[src/rtl/ulu_pkg.sv]
package ulu_pkg;
  localparam int WORD_BYTES = 4;
  localparam int WORD_W     = 8 * WORD_BYTES;
  localparam int OFF_W      = $clog2(WORD_BYTES);

  typedef enum logic [1:0] {
    LD_BYTE = 2'd0,
    LD_HALF = 2'd1,
    LD_WORD = 2'd2,
    LD_WRD3 = 2'd3
  } ld_size_e;

  // Number of bytes a load of this size touches.
  function automatic logic [2:0] size_bytes(input logic [1:0] sz);
    case (sz)
      2'd0:    size_bytes = 3'd1;
      2'd1:    size_bytes = 3'd2;
      default: size_bytes = 3'd4;
    endcase
  endfunction

  // True when the bytes of the load run past the end of the aligned word.
  function automatic logic crosses_word(input logic [OFF_W-1:0] off,
                                        input logic [1:0] sz);
    logic [3:0] last_excl;
    last_excl    = 4'(off) + 4'(size_bytes(sz));
    crosses_word = last_excl > 4'(WORD_BYTES);
  endfunction

  // Width extension of the low-aligned value according to size and sign.
  function automatic logic [WORD_W-1:0] extend(input logic [WORD_W-1:0] raw,
                                               input logic [1:0] sz,
                                               input logic sgn);
    case (sz)
      2'd0:    extend = {{24{sgn & raw[7]}}, raw[7:0]};
      2'd1:    extend = {{16{sgn & raw[15]}}, raw[15:0]};
      default: extend = raw;
    endcase
  endfunction
endpackage

[src/rtl/ulu_split_detect.sv]
module ulu_split_detect
  import ulu_pkg::*;
#(
  parameter int ADDR_W = 16
) (
  input  logic [ADDR_W-1:0] addr,
  input  logic [1:0]        size,
  output logic [ADDR_W-1:0] base_lo,
  output logic [ADDR_W-1:0] base_hi,
  output logic [OFF_W-1:0]  offset,
  output logic              split
);
  localparam logic [ADDR_W-1:0] STRIDE = ADDR_W'(WORD_BYTES);

  always_comb begin
    offset  = addr[OFF_W-1:0];
    base_lo = {addr[ADDR_W-1:OFF_W], {OFF_W{1'b0}}};
    base_hi = base_lo + STRIDE;
    split   = crosses_word(offset, size);
  end
endmodule

[src/rtl/ulu_read_seq.sv]
module ulu_read_seq
  import ulu_pkg::*;
#(
  parameter int ADDR_W = 16
) (
  input  logic              clk,
  input  logic              rst_n,
  input  logic              start,
  input  logic              split_in,
  input  logic [ADDR_W-1:0] base_lo_in,
  input  logic [ADDR_W-1:0] base_hi_in,
  output logic              mem_req_valid,
  input  logic              mem_req_ready,
  output logic [ADDR_W-1:0] mem_addr,
  input  logic              mem_rsp_valid,
  output logic              cap_lo,
  output logic              finish,
  output logic              busy
);
  typedef enum logic [2:0] {
    SQ_IDLE  = 3'd0,
    SQ_ASK0  = 3'd1,
    SQ_WAIT0 = 3'd2,
    SQ_ASK1  = 3'd3,
    SQ_WAIT1 = 3'd4
  } seq_state_e;

  seq_state_e        st_q;
  logic              split_q;
  logic [ADDR_W-1:0] a0_q, a1_q;

  always_ff @(posedge clk) begin
    if (!rst_n) begin
      st_q    <= SQ_IDLE;
      split_q <= 1'b0;
      a0_q    <= '0;
      a1_q    <= '0;
    end else begin
      case (st_q)
        SQ_IDLE: if (start) begin
          st_q    <= SQ_ASK0;
          split_q <= split_in;
          a0_q    <= base_lo_in;
          a1_q    <= base_hi_in;
        end
        SQ_ASK0:  if (mem_req_ready) st_q <= SQ_WAIT0;
        SQ_WAIT0: if (mem_rsp_valid) st_q <= split_q ? SQ_ASK1 : SQ_IDLE;
        SQ_ASK1:  if (mem_req_ready) st_q <= SQ_WAIT1;
        SQ_WAIT1: if (mem_rsp_valid) st_q <= SQ_IDLE;
        default:  st_q <= SQ_IDLE;
      endcase
    end
  end

  always_comb begin
    mem_req_valid = (st_q == SQ_ASK0) || (st_q == SQ_ASK1);
    mem_addr      = (st_q == SQ_ASK1) ? a1_q : a0_q;
    cap_lo        = (st_q == SQ_WAIT0) && mem_rsp_valid && split_q;
    finish        = ((st_q == SQ_WAIT0) && mem_rsp_valid && !split_q) ||
                    ((st_q == SQ_WAIT1) && mem_rsp_valid);
    busy          = (st_q != SQ_IDLE);
  end


  aligned_addr_chk: assert property (@(posedge clk) disable iff (!rst_n)
    mem_req_valid |-> (mem_addr[OFF_W-1:0] == '0));


  req_hold_chk: assert property (@(posedge clk) disable iff (!rst_n)
    (mem_req_valid && !mem_req_ready) |=> (mem_req_valid && $stable(mem_addr)));
endmodule

[src/rtl/ulu_byte_merge.sv]
module ulu_byte_merge
  import ulu_pkg::*;
(
  input  logic              clk,
  input  logic              rst_n,
  input  logic              start,
  input  logic [OFF_W-1:0]  off_in,
  input  logic [1:0]        size_in,
  input  logic              sgn_in,
  input  logic              split_in,
  input  logic              cap_lo,
  input  logic              finish,
  input  logic [WORD_W-1:0] rsp_word,
  output logic              done,
  output logic [WORD_W-1:0] result
);
  localparam int WIN_BYTES = 2 * WORD_BYTES;
  localparam int IDX_W     = $clog2(WIN_BYTES);

  logic [OFF_W-1:0]  off_q;
  logic [1:0]        size_q;
  logic              sgn_q, split_q;
  logic [WORD_W-1:0] lo_q;
  logic [WORD_W-1:0] lo_w, hi_w, shifted;
  logic [7:0]        win_b [WIN_BYTES];

  always_ff @(posedge clk) begin
    if (!rst_n) begin
      off_q   <= '0;
      size_q  <= '0;
      sgn_q   <= 1'b0;
      split_q <= 1'b0;
      lo_q    <= '0;
    end else begin
      if (start) begin
        off_q   <= off_in;
        size_q  <= size_in;
        sgn_q   <= sgn_in;
        split_q <= split_in;
      end
      if (cap_lo) lo_q <= rsp_word;
    end
  end

  always_comb begin
    lo_w = split_q ? lo_q : rsp_word;
    hi_w = rsp_word;
  end

  for (genvar b = 0; b < WORD_BYTES; b++) begin : g_win
    assign win_b[b]              = lo_w[8*b +: 8];
    assign win_b[b + WORD_BYTES] = hi_w[8*b +: 8];
  end

  for (genvar i = 0; i < WORD_BYTES; i++) begin : g_lane
    assign shifted[8*i +: 8] = win_b[IDX_W'(off_q) + IDX_W'(i)];
  end

  always_ff @(posedge clk) begin
    if (!rst_n) begin
      done   <= 1'b0;
      result <= '0;
    end else begin
      done <= finish;
      if (finish) result <= extend(shifted, size_q, sgn_q);
    end
  end


  done_pulse_chk: assert property (@(posedge clk) disable iff (!rst_n)
    done |=> !done);
endmodule

[src/rtl/unaligned_load_unit.sv]
module unaligned_load_unit
  import ulu_pkg::*;
#(
  parameter int ADDR_W = 16
) (
  input  logic              clk,
  input  logic              rst_n,
  input  logic              req_valid,
  output logic              req_ready,
  input  logic [ADDR_W-1:0] req_addr,
  input  logic [1:0]        req_size,
  input  logic              req_signed,
  output logic              mem_req_valid,
  input  logic              mem_req_ready,
  output logic [ADDR_W-1:0] mem_addr,
  input  logic              mem_rsp_valid,
  input  logic [31:0]       mem_rsp_data,
  output logic              rsp_done,
  output logic [31:0]       rsp_data
);
  logic [ADDR_W-1:0] base_lo, base_hi;
  logic [OFF_W-1:0]  offset;
  logic              split, accept, cap_lo, finish, busy;

  assign req_ready = !busy;
  assign accept    = req_valid && req_ready;

  ulu_split_detect #(.ADDR_W(ADDR_W)) split_i (
    .addr    (req_addr),
    .size    (req_size),
    .base_lo (base_lo),
    .base_hi (base_hi),
    .offset  (offset),
    .split   (split)
  );

  ulu_read_seq #(.ADDR_W(ADDR_W)) seq_i (
    .clk           (clk),
    .rst_n         (rst_n),
    .start         (accept),
    .split_in      (split),
    .base_lo_in    (base_lo),
    .base_hi_in    (base_hi),
    .mem_req_valid (mem_req_valid),
    .mem_req_ready (mem_req_ready),
    .mem_addr      (mem_addr),
    .mem_rsp_valid (mem_rsp_valid),
    .cap_lo        (cap_lo),
    .finish        (finish),
    .busy          (busy)
  );

  ulu_byte_merge merge_i (
    .clk      (clk),
    .rst_n    (rst_n),
    .start    (accept),
    .off_in   (offset),
    .size_in  (req_size),
    .sgn_in   (req_signed),
    .split_in (split),
    .cap_lo   (cap_lo),
    .finish   (finish),
    .rsp_word (mem_rsp_data),
    .done     (rsp_done),
    .result   (rsp_data)
  );


  busy_after_accept_chk: assert property (@(posedge clk) disable iff (!rst_n)
    (req_valid && req_ready) |=> !req_ready);


  done_follows_rsp_chk: assert property (@(posedge clk) disable iff (!rst_n)
    rsp_done |-> $past(mem_rsp_valid));


  reset_idle_chk: assert property (@(posedge clk)
    $past(!rst_n) |-> (req_ready && !mem_req_valid && !rsp_done));
endmodule

[config.mk]
export PLATFORM = sky130hd
export DESIGN_NAME = unaligned_load_unit
export DESIGN_NICKNAME = d
export VERILOG_FILES = /design/src/rtl/ulu_pkg.sv /design/src/rtl/ulu_split_detect.sv /design/src/rtl/ulu_read_seq.sv /design/src/rtl/ulu_byte_merge.sv /design/src/rtl/unaligned_load_unit.sv
export SDC_FILE = /design/constraint.sdc
export NUM_CORES = 1
export LEC_CHECK = 0
export BUFFER_PORTS_ARGS = -buffer_cell sky130_fd_sc_hd__buf_2
export CAP_MARGIN = 40
export CORE_ASPECT_RATIO = 0.75
export CORE_MARGIN = 5
export CORE_UTILIZATION = 34
export CTS_CLUSTER_DIAMETER = 150
export CTS_CLUSTER_SIZE = 20
export DETAILED_ROUTE_END_ITERATION = 8
export MAX_ROUTING_LAYER = met4
export PLACE_DENSITY = 0.56
export SLEW_MARGIN = 15
export SYNTH_ARGS = -nofsm -noshare
export SYNTH_HDL_FRONTEND = slang
export SYNTH_SLANG_ARGS = --single-unit
[constraint.sdc]
create_clock -name clk -period 5.92 [get_ports clk]
set_input_delay 1.184 -clock clk [delete_from_list [all_inputs] [get_ports clk]]
set_output_delay 1.184 -clock clk [all_outputs]
set_load 0.01 [all_outputs]
======== Yosys cells after proc, flatten, opt, wreduce, memory -nomap -nowiden ========
Cells that the tools add are included.
operators by class
  $mul .................................... 0
  magnitude comparators ................... 5
  eq/ne operators ......................... 11
  reductions and logical operators ........ 15
  $add $sub $neg .......................... 5
  mux-type cells .......................... 23
  divide/modulo/power cells ............... 0
  shift-type cells ........................ 0
  bitwise logic cells ..................... 6
operators by type and width
  operator               number
  $bmux 8 s3             4
  $mux 8                 8
  $pmux 32 s2            1
  $mux 32                1
  $add 16x3->16 const B  1
  $ge 4x4->1 const B     4
  $mux 16                1
  $mux 3                 5
  $pmux 3 s5             1
  $not 3->4              3
  $ne 2x2->1 const B     5
  $add 2x2->3 const B    2
  $eq 3x2->1 const B     2
  $pmux 3 s2             1
  $logic_and 1x1->1      5
  $reduce_and 5->1       1
  $add 2x3->4            1
  $eq 2x1->1 const B     2
  $gt 4x3->1 const B     1
  $logic_not 2->1        2
  $not 2->4              1
  $add 2x1->3 const B    1
  $eq 3x1->1 const B     1
  $eq 3x3->1 const B     1
  other kinds (7)        10
storage, ports and cells
  output and inout bits ................... 51
  latch bits .............................. 0
  input bits .............................. 56
  register bits after elaboration ......... 105
  word-level logic and storage cells ...... 76
  memories ................................ 0
  bits in read-only memories .............. 0
  RAM bits ................................ 0

======== Longest topological paths before layout ========
Gate-level depths: netlist of run 1.
  depth after elaboration ................. 7
  depth in mapped cells ................... 11
  depth with buffers taken out ............ 7

======== By module ========
Synthesis of run 1 repeated with hierarchy kept, for this count alone.
second synthesis, totals
  cell total of the unflattened synthesis .. 673
  area, all modules ....................... 6708.9 um^2
modules (own cells, without submodules)
  module               cells an instance  sequential area each (um^2)  times used  area an instance (um^2)
  ulu_byte_merge       413                1421.4                       1           4438.0
  ulu_read_seq         191                720.7                        1           1736.7
  ulu_split_detect     67                 0.0                          1           524.3
  unaligned_load_unit  2                  0.0                          1           10.0

======== Worst setup path after synthesis of run 1 ========
No wires, ideal clock.
  path kind ............................... register to output
  start point ............................. reg seq_i.st_q[0]
  end point ............................... out mem_addr[10]
  required time ........................... 4.736 ns
  slack ................................... 3.087 ns
  path buffers ............................ 2
  stages on the path, launching flop included .. 6
  data arrival time ....................... 1.649 ns
  cells stage by stage .................... dfxtp_1 > clkbuf_1 > nor2b_1 > nand2_1 > buf_1 > mux2_2
between the ends
  longest elaborated chain between the ends .. 2
RTL lines
  element                   line                       text
  start: declaration        ulu_read_seq.sv:28         seq_state_e st_q;
  start signal: assignment  ulu_read_seq.sv:47         SQ_WAIT0: if (mem_rsp_valid) st_q <= split_q ? SQ_ASK1 : SQ_IDLE;
  $eq 3x2->1                ulu_read_seq.sv:57         mem_addr = (st_q == SQ_ASK1) ? a1_q : a0_q;
  $mux 16                   ulu_read_seq.sv:57
  end: declaration          unaligned_load_unit.sv:15  output logic [ADDR_W-1:0] mem_addr,
Every way passes these cells.

======== Worst setup path in the final report of run 1 ========
  start point ............................. reg merge_i.off_q[1]
  end point ............................... reg merge_i.result[19]
between the ends
  longest elaborated chain between the ends .. 7
  elaborated cells on any way between the ends .. 17
  those cells by class .................... add/sub (2); mux (10); bitwise (5)
RTL lines
  element                                    line                  text
  start: declaration                         ulu_byte_merge.sv:20  logic [OFF_W-1:0] off_q;
  start signal: assignment                   ulu_byte_merge.sv:36  off_q <= off_in;
  $add 2x1->3                                ulu_byte_merge.sv:56  assign shifted[8*i +: 8] = win_b[IDX_W'(off_q) + IDX_W'(i)];
  $not 3->4 (implied by the code)            ulu_byte_merge.sv:56
  $bmux 8 s3                                 ulu_byte_merge.sv:56
  $mux 8 (implied by the code) (2 in a row)  ulu_byte_merge.sv:56
  $and 1x1->1                                ulu_pkg.sv:36         2'd1: extend = {{16{sgn & raw[15]}}, raw[15:0]};
  $pmux 32 s2 *                              ulu_pkg.sv:34         case (sz)
  end signal: assignment                     ulu_byte_merge.sv:65  if (finish) result <= extend(shifted, size_q, sgn_q);
  end: declaration                           ulu_byte_merge.sv:15  output logic [WORD_W-1:0] result
Mark *: on every way between the ends. The rest lies on a longest branch, timed or not. The select of a mux whose other input is x is not followed.
A chain may end at the register's enable or synchronous reset.

==> metrics, run 1 <==
Area Growth Syn to Fin=16.45%; Final Max Slew Viols=0; fraction of the cycle the final worst path needs=0.6542; die area=19930 um2; Initial DRC Count=354; Crit Reg-Reg Startpoint=merge_i.off_q[1]; worst hold slack=453.4 ps; CP required=6170 ps; vias per std cell=5.216; Worst setup SP type=register; initial antenna violation count=1; postcts setup bufs=0; Setup crit end kind=register; IO Port Bufs=104; Clk pin slew, worst setup/hold paths=80 ps; CTS Buffer Depth=2; Comb pwr share=0.208; Placer Congestion=0.8404; Final ANT Viol Nets=0; layout cell share with drive strength beyond 1=0.2637; pin slew with the least headroom to its limit=823.0 ps; Largest stage delay, worst path=860 ps; total power=1.688 mW; Pre-Repair DR Iteration Count=5; CTS tree=yes; pre-CTS WS=2136 ps; leakage power=2.515 nW; Final setup viols=0; worst path cell trace=clkinv_1 -> ha_1 -> buf_4 -> mux4_2 -> mux2i_1 -> nor3_1 -> a311oi_4 -> buf_6 -> a21oi_1; synth warn=0; Seq cells post-synth=102; internal power=1.162 mW; Peak VDD IR=0.1277 mV; outcome=finished, final reports clean; fin area=6803 um2; total congestion overflow=0; HP Class=reg -> reg; slowest CP cell=dfxtp_1; CTS Buf Count=9; DR WL/cell=17.34 um; CP top delay family=buffers and inverters; P_sw=0.5259 mW; number of global-route vias before repair=4438; Sink Count=102; Setup CP Type=reg -> reg; # hold bufs at CTS=0; post-cts sizing count=0; Inst Count DP=945; Final Non-Filler Cells=963; RSZ-0062 raised after global routing=false; Synth Area per Inst=8.706 um2; # IOs=107; post-place instance area=6474 um2; Period minus WS final=3873 ps; CP arrival=4130 ps; clk_lat worst skew=360 ps; Max-Slew Margin vs Limit=0.4506; largest net degree at the start of global routing=60; FFs w/ async S/R, synth=0; Seq/Total Area, Yosys=0.3495; Gate Count Post-Synth=671; Final Hold Vio Count=0; global-route wire length before repair=26050 um; core area=16830 um2; H-tree depth=3; setup TNS=0 ps; worst path bufs/invs=3; sequential power share=0.437; final core occ=0.4043; Cell Area, Synth=5842 um2; clock root buffer=clkbuf_16; post-route worst setup slack=2047 ps; CP Max Fanout=33; Sw Ratio=0.3115; Clock Skew=15.71 ps; DR vias=5023; Die Wd=161.4 um; pwr/cell area=248.2 nW/um2; hpwl dp=12010 um; Die Height=123.5 um; Starting Density=0.3472; Routed WL=16700 um; commonest register cell after synthesis=dfxtp_1; FP Rows=41; Global Route Usage Sum=0.1720; Distinct cells, synth=47; Max-Cap Viols=0; CP startpoint=merge_i.off_q[1]; EDFF count, synth=0; HP Start=seq_i.a0_q[7]; Max Freq=258.2 MHz; Nets=804; clock power share=0.355; DRC Markers=0
==> sequential cells by signal, indices dropped and copies added, names as in the netlist, 2 cells and up <==
| signal | cells |
|---|---|
| merge_i.lo_q | 32 |
| merge_i.result | 32 |
| seq_i.a0_q | 14 |
| seq_i.a1_q | 14 |
| seq_i.st_q | 3 |
| merge_i.off_q | 2 |
| merge_i.size_q | 2 |
==> final timing paths <==
path                                      endpoint  slack [ps]  cells past startpoint
worst min-delay path                 seq_i.a0_q[7]         450                      2
worst max-delay path            merge_i.result[19]        2050                      9
worst max register to register  merge_i.result[19]        2050                      9
worst min register to register       seq_i.a0_q[7]         450                      2
==> worst reg2reg max path, stage by stage (launching register included) <==
cell	delay [ps]
dfxtp_1	860
clkinv_1	510
ha_1	420
buf_4	410
mux4_2	390
mux2i_1	300
nor3_1	140
a311oi_4	430
buf_6	240
a21oi_1	80
==> area by class of cell <==
| type | count | area, um2 |
|---|---|---|
| clock buffers | 9 | 225.2 |
| multi-input cells | 507 | 3525 |
| flip-flops and latches | 102 | 2047 |
| repair buffers | 115 | 634.4 |
| diodes | 1 | 2.502 |
| inverters | 7 | 26.28 |
| well taps | 215 | 269.0 |
| clock inverters | 7 | 73.82 |
| fillers | 1729 | 10020 |
==> synth_stat cells (2+ instances only) <==
| cell type | n | area [um2] |
|---|---|---|
| a211oi_1 | 7 | 52.55 |
| a21oi_1 | 68 | 340.3 |
| a21oi_2 | 10 | 87.58 |
| a22oi_1 | 8 | 60.06 |
| a311oi_1 | 7 | 61.31 |
| buf_1 | 3 | 11.26 |
| buf_2 | 7 | 35.03 |
| buf_4 | 8 | 60.06 |
| buf_6 | 2 | 22.52 |
| clkbuf_1 | 35 | 131.4 |
| dfxtp_1 | 102 | 2042 |
| ha_1 | 5 | 62.56 |
| inv_1 | 4 | 15.01 |
| inv_2 | 2 | 7.510 |
| mux2_2 | 14 | 157.7 |
| mux2i_1 | 64 | 640.6 |
| mux4_2 | 25 | 563.0 |
| nand2_1 | 144 | 540.5 |
| nand2b_1 | 10 | 62.56 |
| nand3_1 | 21 | 105.1 |
| nand4_1 | 4 | 25.02 |
| nor2_1 | 40 | 150.1 |
| nor2b_1 | 3 | 18.77 |
| nor3_1 | 6 | 30.03 |
| o211ai_1 | 8 | 60.06 |
| o21ai_0 | 24 | 120.1 |
| o221a_2 | 8 | 90.09 |
| or3_1 | 2 | 12.51 |
| xnor2_1 | 4 | 35.03 |
| xor2_1 | 9 | 78.83 |
==> placed cells by master, fill, tap and decap left out, types with 2 or more instances in the layout <==
| master | instances |
|---|---|
| a22oi_1 | 8 |
| mux4_2 | 25 |
| nand3_1 | 21 |
| xnor2_1 | 4 |
| a21oi_2 | 10 |
| buf_4 | 8 |
| a211oi_1 | 7 |
| mux2_2 | 14 |
| ha_1 | 5 |
| nor3_1 | 5 |
| a311oi_1 | 7 |
| nor2_1 | 40 |
| o221a_2 | 8 |
| conb_1 | 2 |
| buf_2 | 104 |
| nor2b_1 | 3 |
| or3_1 | 2 |
| a21oi_1 | 68 |
| inv_1 | 4 |
| xor2_1 | 9 |
| nand2b_1 | 10 |
| inv_8 | 2 |
| inv_2 | 2 |
| clkbuf_16 | 9 |
| clkinv_4 | 3 |
| nand4_1 | 4 |
| dfxtp_1 | 100 |
| nand2_1 | 144 |
| mux2i_1 | 64 |
| o211ai_1 | 8 |
| o21ai_0 | 24 |
==> power by group through the flow <==
| stage | Combinational, mW | Sequential, mW | Clock (mW) |
|---|---|---|---|
| finish | 0.352 | 0.738 | 0.599 |
| global placement | 0.345 | 0.754 | 0 |
| global route | 0.386 | 0.742 | 0.647 |
| floorplan | 0.244 | 0.746 | 0 |
| detailed placement | 0.347 | 0.754 | 0 |
| CTS | 0.348 | 0.738 | 0.618 |
==> metal layers <==
metal / vias to the layer above / share of wire / wire [um] / GRT usage
met4: 0 / 0.010 / 170 / 0.04315
met2: 137 / 0.38 / 6338 / 0.2044
met5: - / 0 / 0 / -
met3: 10 / 0.078 / 1306 / 0.04965
li1: 2528 / - / - / -
met1: 2348 / 0.53 / 8884 / 0.2724
==> kinds of logic (layout without fill, tap and decap cells) <==
group	count (synthesis)	after routing	synth area share
AO/OA/AOI/OAI	146	146	0.1621
XOR/XNOR	13	13	0.01949
adder cells (fa/ha/maj)	6	6	0.01414
buffers and inverters	63	138	0.04990
flip-flops	102	102	0.3495
multiplexers	104	104	0.2350
other	1	3	0.0006419
AND/OR/NAND/NOR	236	236	0.1692
(Power assumes the default switching activity.)
==> run 2: changes to the inputs <==
Clock period 5.92 ns to 4 ns, I/O delays scaled along.
==> run 2 against run 1 <==
  * Clock power up 43%
  * Clock skew decreased by 5.4 ps
  * Final area down 0.15%
  * Worst setup slack worse by 1200 ps
  * Critical path type unchanged
  * Sequential cell count is the same
  * Register-to-register slack got worse by 1200 ps
  * Cell count unchanged
==> metrics, run 2 (synthesis gave the netlist of run 1 again) <==
Final Max Slew Viols=0; Final setup viols=0; layout cell share with drive strength beyond 1=0.2647; CP Max Fanout=31; Worst setup SP type=register; setup TNS=0 ps; post-place instance area=6513 um2; Setup CP Type=reg -> reg; clk_lat worst skew=350 ps; Die Height=123.5 um; clock root buffer=clkbuf_16; DR vias=5149; CP startpoint=merge_i.off_q[0]; Regs by FF count=merge_i.lo_q x32, merge_i.result x32; largest net degree at the start of global routing=45; worst hold slack=454.1 ps; Die Wd=161.4 um; Final Hold Vio Count=0; Clock Skew=10.35 ps; FP Rows=41; pwr/cell area=364.6 nW/um2; Area Growth Syn to Fin=16.28%; leakage power=2.514 nW; Max Freq=318.7 MHz; Sink Count=102; Max-Cap Viols=0; Period minus WS final=3138 ps; IO Port Bufs=104; CTS tree=yes; Pre-Repair DR Iteration Count=5; CP required=4240 ps; Crit Reg-Reg Startpoint=merge_i.off_q[0]; CTS Buf Count=9; Final ANT Viol Nets=0; commonest non-fill, non-tap cell in the layout=nand2_1; RSZ-0062 raised after global routing=false; total congestion overflow=0; CP arrival=3380 ps; total power=2.477 mW; post-cts sizing count=0; post-route worst setup slack=862.2 ps; global-route wire length before repair=26900 um; # hold bufs at CTS=0; CP top delay family=adder cells; DRC Markers=0; HP Start=seq_i.a0_q[7]; Initial DRC Count=444; Clk pin slew, worst setup/hold paths=70 ps; # IOs=107; DR WL/cell=17.76 um; Max-Slew Margin vs Limit=0.4218; vias per std cell=5.347; CTS Buffer Depth=2; slowest CP cell=ha_1; Routed WL=17110 um; fraction of the cycle the final worst path needs=0.7844; commonest non-fill, non-tap cells in the layout=144 x nand2_1, 104 x buf_2, 100 x dfxtp_1; Setup crit end kind=register; Peak VDD IR=0.2232 mV; worst path cell trace=inv_1 -> ha_1 -> mux4_2 -> mux2i_1 -> nor3_1 -> a311oi_4 -> buf_4 -> a21oi_1; Filler Cell Count=1735; Nets=806; hpwl dp=12540 um; die area=19930 um2; fin area=6793 um2; worst path bufs/invs=2; core area=16830 um2; number of global-route vias before repair=4697; H-tree depth=3; postcts setup bufs=0; pre-CTS WS=860.4 ps; Largest stage delay, worst path=730 ps; Starting Density=0.3472; pin slew with the least headroom to its limit=859.3 ps; Placer Congestion=0.8224; Global Route Usage Sum=0.1770; HP Class=reg -> reg; initial antenna violation count=0; outcome=finished, final reports clean; diodes inserted=0
run 2: cell count changes in the layout (fill, tap and decap cells not counted):
cell        delta
clkinv_4       -3
diode_2        -1
clkinvlp_4     +1
clkinv_2       +1
clkinv_8       -1
inv_6          +1
clkbuf_8       +1
inv_8          -1
buf_6          -1
buf_4          +3
run 2: worst register-to-register path, stage by stage (launching register included):
cell      delay (ps)
dfxtp_4          640
inv_1            160
ha_1             730
mux4_2           410
mux2i_1          290
nor3_1           130
a311oi_4         280
buf_4            290
a21oi_1          100
run 2: final cells by class:
class                   instances  area, um2  share of cell area
clock buffers                  10      239.0             0.03518
inverters                       7      26.28            0.003868
multi-input cells             507       3525              0.5189
repair buffers                117      645.6             0.09505
flip-flops and latches        102       2047              0.3013
well taps                     215      269.0             0.03960
clock inverters                 5      41.29            0.006078
run 2: path summary, 6_finish.rpt:
| path | slack (ps) | cells after the start | end |
|---|---|---|---|
| max | 860 | 8 | merge_i.result[17] |
| min | 450 | 2 | seq_i.a0_q[7] |
| max reg2reg | 860 | 8 | merge_i.result[17] |
| min reg2reg | 450 | 2 | seq_i.a0_q[7] |
run 2: power breakdown:
part           switching (mW)  internal [mW]
Clock                   0.413          0.444
Combinational           0.290          0.224
Sequential             0.0479           1.06
Total                   0.750           1.73
run 2: stage by stage:
| stage | instances | utilization |
|---|---|---|
| 3_5_place_dp | 948 | 0.3870 |
| 2_1_floorplan | 672 | - |
| 4_1_cts | 963 | 0.4037 |
| 5_1_grt | 963 | 0.4037 |
| 6_report | 963 | 0.4037 |
| 3_3_place_gp | 946 | 0.3845 |
run 2: per-layer routing:
| layer | track usage | share of wire | up-vias |
|---|---|---|---|
| met5 | - | 0 | - |
| met2 | 0.2238 | 0.39 | 151 |
| met1 | 0.2813 | 0.53 | 2466 |
| met4 | 0.03516 | 0.0080 | 0 |
| li1 | - | - | 2523 |
| met3 | 0.03832 | 0.067 | 9 |
==> run 3: changes to the inputs <==
Settings changed: PLACE_DENSITY 0.56 to 0.58.
Clock period 4 ns to 2.8 ns, I/O delays scaled along.
==> run 3 against run 2 <==
  * Wire length decreased by 2.1%
  * Clock power increased by 40%
  * Count of clock-buffer cells in the layout increased by 1
  * Critical path depth decreased by 4
  * Die area unchanged
  * Worst setup slack got worse by 590 ps
  * Via count decreased by 2.2%
  * Combinational power increased by 45%
  * Cell count increased by 0.73%
  * Final area increased by 0.35%
  * Global-route usage about the same
  * Critical path type is now reg -> out
  * Largest cell class unchanged
  * Largest power group unchanged
  * Highest routed layer unchanged
==> metrics, run 3 (synthesis gave the netlist of run 1 again) <==
Register Area=2044 um2; fraction of the cycle the final worst path needs=0.9027; Die Wd=161.4 um; total congestion overflow=0; HP Start=req_signed; outcome=finished, final reports clean; Die Height=123.5 um; clk_lat worst skew=360 ps; Worst setup SP type=register; H-tree depth=3; Final Max Slew Viols=0; # hold bufs at CTS=0; Nets=811; CP required=2240 ps; hold depth=3; Sw Ratio=0.3033; leakage power=2.531 nW; postcts setup bufs=0; Area Growth Syn to Fin=16.68%; P_sw=1.065 mW; Period minus WS final=2528 ps; sequential power share=0.445; global-route wire length before repair=26700 um; number of global-route vias before repair=4665; FP Rows=41; commonest non-fill, non-tap cells in the layout=143 x nand2_1, 104 x buf_2, 100 x dfxtp_1; R2R depth=8; layout cell share with drive strength beyond 1=0.2692; CTS Buf Count=9; Sink Count=102; HP Class=in -> reg; Max-Slew Margin vs Limit=0.4853; Final setup viols=0; CP arrival=1970 ps; clock power share=0.343; RSZ-0062 raised after global routing=false; Max Freq=395.6 MHz; Clock Skew=12.21 ps; Placer Congestion=0.8178; CP Max Fanout=14; IO Port Bufs=104; Starting Density=0.3472; DRC Markers=0; Final ANT Viol Nets=0; commonest non-fill, non-tap cell in the layout=nand2_1; CTS Buffer Depth=2; pin slew with the least headroom to its limit=769.1 ps; Peak VDD IR=0.2934 mV; post-place instance area=6533 um2; Routed WL=16740 um; post-cts sizing count=0; Crit Reg-Reg Startpoint=merge_i.off_q[0]; # IOs=107; die area=19930 um2; Regs by FF count=merge_i.lo_q x32, merge_i.result x32; hpwl dp=12380 um; Max-Cap Viols=0; FF-to-FF End=merge_i.result[21]; CTS tree=yes; WHS Endpoint=merge_i.sgn_q; Initial DRC Count=343; Filler Cell Count=1758; vias per std cell=5.192; multi-input combinational cell area=3527 um2; Clk pin slew, worst setup/hold paths=70 ps; r2r setup slk=400 ps; Comb pwr share=0.212; largest net degree at the start of global routing=55; pwr/cell area=515.2 nW/um2; clock root buffer=clkbuf_16; core area=16830 um2; Final Hold Vio Count=0; Setup CP Type=reg -> out; internal power=2.447 mW; initial antenna violation count=1; fin area=6817 um2; DR WL/cell=17.26 um; Setup crit end kind=output port; Pre-Repair DR Iteration Count=5; setup TNS=0 ps; Global Route Usage Sum=0.1768; DR vias=5036
-- run 3: critical path: stages, from the launching register on --
cell and delay, ps:
dfxtp_1 560, nor2b_1 280, nand2_2 270, mux2_2 350, buf_2 140
-- run 3: worst max-delay path by stage --
stage	from	endpoint	slack (ps)	cells past startpoint
2_1_floorplan	merge_i.off_q[1]	merge_i.result[22]	300	10
3_3_place_gp	mem_rsp_data[23]	merge_i.result[20]	490	7
3_5_place_dp	merge_i.off_q[0]	merge_i.result[19]	420	8
4_1_cts	seq_i.st_q[0]	mem_addr[5]	70	4
5_1_grt	seq_i.st_q[0]	mem_addr[4]	120	4
6_report	seq_i.st_q[0]	mem_addr[5]	270	4
-- run 3: cell type report --
type	instances	share of cell area
repair buffers	122	0.09802
clock buffers	11	0.03414
diodes	1	0.0003671
well taps	215	0.03946
flip-flops and latches	102	0.2999
inverters	7	0.003855
clock inverters	5	0.006791
multi-input cells	507	0.5174
-- run 3: metal layers --
layer,track usage,vias to the layer above,routed length (um)
li1,-,2542,-
met1,0.2708,2352,8837
met2,0.2238,131,6480
met3,0.04798,11,1242
met4,0.04529,0,181
met5,-,-,0
-- run 3: power by group through the flow --
stage          Sequential (mW)  Combinational (mW)  Clock, mW
2_1_floorplan             1.58               0.516          0
3_3_place_gp              1.60               0.738          0
3_5_place_dp              1.60               0.743          0
4_1_cts                   1.56               0.745       1.25
5_1_grt                   1.57               0.821       1.30
6_report                  1.56               0.744       1.20
-- run 3: per-stage QoR --
| stage | instances | total power, mW | hold WS, ps | setup WS [ps] | utilization |
|---|---|---|---|---|---|
| after floorplan | 672 | 2.094 | 432.9 | 299.3 | - |
| after global placement | 953 | 2.337 | 446.2 | 492.1 | 0.3882 |
| after detailed placement | 953 | 2.341 | 447.1 | 423.3 | 0.3882 |
| after CTS | 969 | 3.556 | 430.6 | 66.54 | 0.4048 |
| after global routing | 970 | 3.699 | 448.2 | 119.9 | 0.4051 |
| final | 970 | 3.512 | 444.6 | 272.4 | 0.4051 |
